[config.mk]
export PLATFORM = sky130hd
export DESIGN_NAME = ea_gen
export DESIGN_NICKNAME = d
export VERILOG_FILES = /design/src/rtl/ea_pkg.sv /design/src/rtl/ea_shifter.sv /design/src/rtl/ea_sum.sv /design/src/rtl/ea_align.sv /design/src/rtl/ea_gen.sv
export SDC_FILE = /design/constraint.sdc
export NUM_CORES = 1
export LEC_CHECK = 0
export ABC_AREA = 1
export CAP_MARGIN = 25
export CORE_MARGIN = 3
export CORE_UTILIZATION = 40
export CTS_CLUSTER_SIZE = 24
export DETAILED_ROUTE_END_ITERATION = 10
export PLACE_DENSITY = 0.67
export SKIP_LAST_GASP = 1
export SYNTH_ARGS = -nofsm -noshare
export SYNTH_HDL_FRONTEND = slang
export SYNTH_SLANG_ARGS = --single-unit
export TNS_END_PERCENT = 100
[constraint.sdc]
create_clock -name clk -period 7.4 [get_ports clk]
set_clock_uncertainty 0.1 [all_clocks]
set_input_delay 0.74 -clock clk [delete_from_list [all_inputs] [get_ports clk]]
set_output_delay 0.74 -clock clk [all_outputs]
set_load 0.05 [all_outputs]
[src/rtl/ea_pkg.sv]
package ea_pkg;
  typedef enum logic [1:0] {
    SH_LSL = 2'd0,
    SH_LSR = 2'd1,
    SH_ASR = 2'd2,
    SH_ROR = 2'd3
  } shift_e;

  typedef enum logic [1:0] {
    SZ_BYTE = 2'd0,
    SZ_HALF = 2'd1,
    SZ_WORD = 2'd2,
    SZ_WALT = 2'd3
  } size_e;
endpackage

[src/rtl/ea_shifter.sv]
module ea_shifter #(
  parameter int XLEN = 32,
  parameter int SHW  = 5
) (
  input  logic [XLEN-1:0] val,
  input  logic [1:0]      kind,
  input  logic [SHW-1:0]  amt,
  output logic [XLEN-1:0] res
);
  import ea_pkg::*;
  localparam int AMTW = SHW + 1;
  logic [AMTW-1:0] back;

  always_comb begin
    back = AMTW'(XLEN) - AMTW'(amt);
    unique case (shift_e'(kind))
      SH_LSL:  res = val << amt;
      SH_LSR:  res = val >> amt;
      SH_ASR:  res = XLEN'($signed(val) >>> amt);
      default: res = (amt == '0) ? val : ((val >> amt) | (val << back));
    endcase
  end
endmodule

[src/rtl/ea_sum.sv]
module ea_sum #(
  parameter int XLEN  = 32,
  parameter int IMM_W = 12
) (
  input  logic [XLEN-1:0]  base,
  input  logic [IMM_W-1:0] imm,
  input  logic [XLEN-1:0]  roff_sh,
  input  logic             use_reg,
  input  logic             up,
  output logic [XLEN-1:0]  sum
);
  logic [XLEN-1:0] mag;

  always_comb begin
    mag = use_reg ? roff_sh : {{(XLEN-IMM_W){1'b0}}, imm};
    sum = up ? (base + mag) : (base - mag);
  end
endmodule

[src/rtl/ea_align.sv]
module ea_align #(
  parameter int XLEN = 32
) (
  input  logic [XLEN-1:0] addr,
  input  logic [1:0]      size,
  output logic            fault
);
  import ea_pkg::*;

  always_comb begin
    unique case (size_e'(size))
      SZ_BYTE: fault = 1'b0;
      SZ_HALF: fault = addr[0];
      default: fault = |addr[1:0];
    endcase
  end
endmodule

[src/rtl/ea_gen.sv]
module ea_gen #(
  parameter int XLEN  = 32,
  parameter int IMM_W = 12,
  parameter int SHW   = 5
) (
  input  logic             clk,
  input  logic             rst,
  input  logic             req_valid,
  input  logic [31:0]      req_base,
  input  logic [31:0]      req_pc,
  input  logic             req_use_pc,
  input  logic             req_off_reg_sel,
  input  logic [11:0]      req_imm,
  input  logic [31:0]      req_roff,
  input  logic [1:0]       req_shift_kind,
  input  logic [4:0]       req_shift_amt,
  input  logic             req_up,
  input  logic             req_pre,
  input  logic             req_wb,
  input  logic [1:0]       req_size,
  output logic             out_valid,
  output logic [31:0]      mem_addr,
  output logic [31:0]      new_base,
  output logic             base_we,
  output logic             align_fault
);
  logic [XLEN-1:0] base_sel, roff_sh, sum, addr_nx;
  logic            fault_nx, we_nx;

  assign base_sel = req_use_pc ? req_pc : req_base;

  ea_shifter #(.XLEN(XLEN), .SHW(SHW)) u_shift (
    .val  (req_roff),
    .kind (req_shift_kind),
    .amt  (req_shift_amt),
    .res  (roff_sh)
  );

  ea_sum #(.XLEN(XLEN), .IMM_W(IMM_W)) u_sum (
    .base    (base_sel),
    .imm     (req_imm),
    .roff_sh (roff_sh),
    .use_reg (req_off_reg_sel),
    .up      (req_up),
    .sum     (sum)
  );

  assign addr_nx = req_pre ? sum : base_sel;

  ea_align #(.XLEN(XLEN)) u_align (
    .addr  (addr_nx),
    .size  (req_size),
    .fault (fault_nx)
  );

  assign we_nx = req_valid && !req_use_pc && (!req_pre || req_wb) && !fault_nx;

  always_ff @(posedge clk) begin
    if (rst) begin
      out_valid   <= 1'b0;
      mem_addr    <= '0;
      new_base    <= '0;
      base_we     <= 1'b0;
      align_fault <= 1'b0;
    end else begin
      out_valid   <= req_valid;
      mem_addr    <= addr_nx;
      new_base    <= sum;
      base_we     <= we_nx;
      align_fault <= req_valid && fault_nx;
    end
  end
endmodule

==> results of run 1 <==
[cell type report]
cell class                      instances  area share [%]
Multi-Input combinational cell       1795            64.2
Timing Repair Buffer                  228            16.1
Sequential cell                        67            9.73
Inverter                              157            4.31
Tap cell                              378            3.43
Clock buffer                            9            1.63
Clock inverter                          7           0.599
[cells by family (layout without fill, tap and decap cells)]
kind of cell	after synthesis	in the layout	synth area share [%]
DFF	67	67	11.7
AOI/OAI and AO/OA	218	218	11.3
buffers and inverters	284	401	11.1
xor gates and xnor gates	48	48	3.67
adders and majority gates	36	36	3.99
and+or+nand+nor	1493	1493	58.2
[state kept, by name (all words and copies together) (netlist names)]
signal and count:
new_base 32, base_we 1, mem_addr 32, align_fault 1
out_valid 1
[per-stage QoR]
step                      power, uW  std cells  hold slack, ns
after floorplan                1520       2146           0.759
after global placement         2040       2623            1.21
after detailed placement       2050       2623            1.22
after CTS                      2500       2639           0.863
after global routing           2680       2641           0.823
final                          2540       2641           0.797
[synthesized netlist by cell type (all sizes together)]
library cell and count:
a31oi 7, buf 83, xnor2 17, a21oi 81, o21ai 59, nand4 16
a211oi 1, inv 153, o211ai 53, clkbuf 44, a221oi 2, nor4 4
o21bai 5, and2 7, a21boi 2, fa 1, o31ai 1, o21a 2
clkinv 4, nand2 728, nand3 544, xor2 31, or2 13, a21o 5
ha 35, dfxtp 67, nor3 7, nand2b 1, nor2 161, nand3b 12
[power by group through the flow]
| stage | combinational, uW | clock [uW] | sequential [uW] |
|---|---|---|---|
| finish | 1640 | 449 | 451 |
| global route | 1750 | 470 | 459 |
| CTS | 1590 | 449 | 452 |
| detailed placement | 1590 | 0 | 460 |
| global placement | 1580 | 0 | 459 |
| floorplan | 806 | 0 | 716 |
[critical path: cells and delay by family]
family                   cells  cell delay [ns]
AND/OR/NAND/NOR             13             1.27
buffers and inverters        6             1.12
XOR/XNOR                     1             0.20
adder cells (fa/ha/maj)      4             1.31
AO/OA/AOI/OAI                9             1.95
[layer usage]
layer	vias to the layer above	wire [um]
met3	100	6970
met5	-	0
met1	7340	26500
li1	7367	-
met4	0	1930
met2	986	23700
[worst paths after layout]
check / slack [ns] / cells after the start / endpoint / start
worst max-delay path: 0.91 / 33 / mem_addr[24] / req_shift_amt[0]
worst min-delay path: 0.80 / 3 / mem_addr[2] / req_pre
==> run summary, run 1 <==
syn nets -> 2307
crit start category -> input pin
Hold Fails Final Rpt -> 0
starting density of the core -> 40.9%
Worst setup EP type -> flop
DP Area -> 0.0134 mm2
Place WS -> 0.789 ns
final core utilization -> 49.2%
Yosys reg bits -> 67
critical setup path kind -> in -> reg
Internal Power -> 1210 uW
vias in the first global route -> 14400
Layout area overhead -> 20.2%
DIE AREA -> 0.0307 mm2
Synth Area per Inst -> 5.34 um2
Yosys cell types -> 49
largest net degree at the start of global routing -> 61
deepest clock path buffer count -> 2
drt initial violations -> 2270
CTS buffer count -> 9
Netlist Area Pre-Place -> 0.0115 mm2
HPWL Detailed -> 47500 um
Slew @ Worst Pin -> 1.01 ns
Leak Pwr -> 0.00700 uW
Max VDD drop -> 0.144 mV
post-cts sizing count -> 0
fmax -> 154 MHz
Data arrival, critical path -> 6.61 ns
IO buf count -> 191
wire per inst -> 22.4 um
ANT cells -> 0
Remaining Overflow, GRT -> 0
CTS tree -> yes
Slew Limit Fails -> 0
Final #Nets -> 2419
Placer Congestion -> 1.02
# IOs -> 192
power share of the sequential group -> 17.8%
gr busiest metal -> met1
cell mode on critical path -> nand2_1
met2 Use GR -> 52.1%
final setup vio count -> 0
All-Layer GR Usage -> 36.9%
post-route minimum period -> 6.49 ns
P_sw -> 1320 uW
slowest CP cell -> fa_1
RSZ-0062 raised after global routing -> no
Switching Fraction -> 52.2%
Yosys top cell area share -> 23.1%
layout cell share with drive strength beyond 1 -> 5.97%
DRT Pass-1 Iters -> 6
DRT Wirelength -> 59100 um
met1 usage -> 55.8%
htree depth -> 3
hold crit path type -> in -> reg
status -> completed
combinational share of power -> 64.5%
Seq. cell area -> 0.00134 mm2
Vias per Instance -> 5.98
Clk pin slew, worst setup/hold paths -> 0.06 ns
Crit Path Max Fanout -> 17
post-CTS setup buffers -> 0
sequential fraction of the synthesis area -> 11.7%
post-route setup TNS -> 0 ns
Slew headroom -> 32.8%
Clk pwr share -> 17.7%
synth warn -> 0
final instance area -> 0.0138 mm2
PwrDens -> 184 mW/mm2
clock sink count -> 67
CTS Root Cell -> clkbuf_16
CP required -> 7.52 ns
DR vias -> 15800
Tcrit/Tclk final -> 87.7%
Die Wd -> 175 um
Max-cap violations -> 0
most common cell after layout, fill and taps aside -> nand2_1
row cnt -> 61
crit-path max cell delay -> 0.53 ns
commonest cells after routing, fill and taps aside -> nand2_1 (701), nand3_1 (530), clkdlybuf4s50_1 (187)
fin worst setup slack -> 0.914 ns
initial antenna violation count -> 2
post-synth top area cell -> nand3_1
drt drc -> 0
CORE AREA -> 0.0280 mm2
met3 track utilization from global routing -> 8.08%
Post-CTS Hold Fix Bufs -> 0
area of the multi-input gates -> 0.00885 mm2
Final ANT Viol Nets -> 0
top cells by area, synth -> nand3_1 (23%), nand2_1 (23%), dfxtp_1 (12%)
global-route wire length before repair -> 87900 um
die height -> 175 um
Synth Instances -> 2146
# fillers -> 3131
No activity file was read; power rests on OpenSTA's default activity.
==> run 2, diff against run 1 <==
- CELL_PAD_IN_SITES_DETAIL_PLACEMENT: not set -> 0
- CELL_PAD_IN_SITES_GLOBAL_PLACEMENT: not set -> 2
- CORE_UTILIZATION: 40 -> 27
- PLACE_DENSITY: 0.67 -> 0.86
==> run 2 against run 1 <==
Effect of this change: setup slack gained 0.014 ns; critical endpoint is now mem_addr[28]; die area grew 46%; sequential cell count is the same; maximum frequency grew 0.22%; core utilization shrank 15 points; largest cell class unchanged; sequential share of layout area shrank 0.19 points; wire length grew 4.0%; global-route usage shrank 10 points; first-iteration DRC count shrank 20%; critical path type unchanged; via count shrank 2.6%.
==> run summary, run 2 (synthesis results as in run 1) <==
status -> completed
DP Area -> 0.0137 mm2 (+1.7%)
CORE AREA -> 0.0414 mm2 (+48%)
largest registers -> mem_addr: 32 flops, new_base: 32 flops
Placer Congestion -> 0.986 (-3.3%)
met1 wire length -> 29000 um (+9.2%)
Met2 Wirelength -> 25400 um (+7.3%)
crit-path max cell delay -> 0.55 ns (+0.02 ns)
Final #Nets -> 2423 (+0.17%)
Final ANT Viol Nets -> 0 (unchanged)
All-Layer GR Usage -> 26.6% (-10 points)
Die Wd -> 212 um (+21%)
DR top layer -> met4
final instance area -> 0.0141 mm2 (+2.0%)
DIE AREA -> 0.0450 mm2 (+46%)
row cnt -> 74 (+21%)
hold depth -> 3 (unchanged)
Hold Fails Final Rpt -> 0 (unchanged)
Switching Fraction -> 50.6% (-1.6 points)
initial antenna violation count -> 1 (-1)
final setup vio count -> 0 (unchanged)
post-cts sizing count -> 0 (unchanged)
Layout area overhead -> 22.6%
P_sw -> 1310 uW (-0.94%)
hold crit path type -> in -> reg
crit start category -> input pin
IO buf count -> 191 (unchanged)
Internal Power -> 1280 uW (+5.5%)
Clk pwr share -> 19.2% (+1.5 points)
critical setup path kind -> in -> reg
global-route wire length before repair -> 91300 um (+3.9%)
DR vias -> 15400 (-2.6%)
Vias per Instance -> 5.50 (-8.1%)
vias in the first global route -> 14400 (+0.17%)
Worst setup EP type -> flop
CP required -> 7.53 ns (about the same)
Slew headroom -> 36.6% (+3.8 points)
drt drc -> 0 (unchanged)
slowest CP cell -> clkdlybuf4s50_1
largest net degree at the start of global routing -> 61 (unchanged)
CTS tree -> yes
DRT Pass-1 Iters -> 6 (unchanged)
combinational share of power -> 63.3% (-1.2 points)
Data arrival, critical path -> 6.60 ns (about the same)
Max-cap violations -> 0 (unchanged)
DRT Wirelength -> 61400 um (+4.0%)
fmax -> 155 MHz (+0.22%)
met3 routed WL -> 5270 um (-24%)
Clk pin slew, worst setup/hold paths -> 0.06 ns (about the same)
Max VDD drop -> 0.118 mV (-18%)
commonest cells after routing, fill and taps aside -> nand2_1 (701), nand3_1 (530), clkdlybuf4s50_1 (187)
die height -> 212 um (+21%)
deepest clock path buffer count -> 2 (unchanged)
Leak Pwr -> 0.00705 uW (+0.66%)
CTS Root Cell -> clkbuf_16
HPWL Detailed -> 49800 um (+4.8%)
area of the multi-input gates -> 0.00885 mm2 (about the same)
Remaining Overflow, GRT -> 0 (unchanged)
power share of the sequential group -> 17.5% (-0.3 points)
cell mode on critical path -> nand2_1
Seq. cell area -> 0.00134 mm2 (unchanged)
CTS buffer count -> 9 (unchanged)
starting density of the core -> 27.7% (-13 points)
RSZ-0062 raised after global routing -> no
post-route minimum period -> 6.47 ns (-0.0144 ns)
most common cell after layout, fill and taps aside -> nand2_1
drt initial violations -> 1811 (-20%)
# IOs -> 192 (unchanged)
Tcrit/Tclk final -> 87.5% (-0.20 points)
wire per inst -> 21.9 um (-2.0%)
PwrDens -> 184 mW/mm2 (+0.14%)
htree depth -> 3 (unchanged)
post-route setup TNS -> 0 ns (unchanged)
Crit Path Max Fanout -> 28 (+11)
Slew Limit Fails -> 0 (unchanged)
Slew @ Worst Pin -> 0.950 ns (-0.0573 ns)
layout cell share with drive strength beyond 1 -> 6.09% (+0.12 points)
Post-CTS Hold Fix Bufs -> 0 (unchanged)
post-CTS setup buffers -> 0 (unchanged)
clock sink count -> 67 (unchanged)
# fillers -> 4781 (+53%)
-- run 2: per-layer routing --
layer,track usage [%],vias to the layer above
met5,0,-
met4,6.91,0
met1,40.2,7177
met2,38.9,765
met3,4.00,78
li1,-,7368
-- run 2: final cells by class --
cell class / instances / share of cell area [%]
Multi-Input combinational cell: 1795 / 62.9
Timing Repair Buffer: 232 / 16.1
Sequential cell: 67 / 9.54
Tap cell: 532 / 4.73
Inverter: 157 / 4.23
Clock buffer: 9 / 1.60
Clock inverter: 7 / 0.890
Antenna cell: 1 / 0.0178
-- run 2: power by group through the flow --
stage | Clock, uW | Sequential, uW | Combinational [uW]
after floorplan | 0 | 716 | 806
final | 497 | 454 | 1640
after detailed placement | 0 | 462 | 1610
after CTS | 510 | 455 | 1620
after global placement | 0 | 461 | 1620
after global routing | 524 | 462 | 1770
-- run 2: critical path: cells and delay by family --
kind | cells | cell delay [ns]
buf+inv | 6 | 1.43
xor+xnor | 2 | 0.40
simple gates | 13 | 1.64
fa+ha+maj | 2 | 0.62
compound gates | 8 | 1.72
-- run 2: metrics by stage --
stage	utilization (%)	power, uW	cells	hold slack [ns]	setup WS [ns]
after CTS	33.8	2580	2797	0.849	0.922
after detailed placement	33.0	2070	2781	1.21	0.583
final	34.0	2590	2800	0.805	0.928
after floorplan	-	1520	2146	0.759	1.96
after global placement	33.0	2080	2781	1.21	0.620
after global routing	34.0	2760	2800	0.809	0.335
-- run 2: final timing paths --
| path | from | slack, ns | to |
|---|---|---|---|
| setup / recovery | req_shift_amt[0] | 0.93 | mem_addr[28] |
| hold / removal | req_pre | 0.80 | mem_addr[2] |
==> run 3, diff against run 2 <==
- SKIP_LAST_GASP: 1 -> not set
==> results of run 3 <==
Final layout, timing and power as in run 2 (identical DEF).
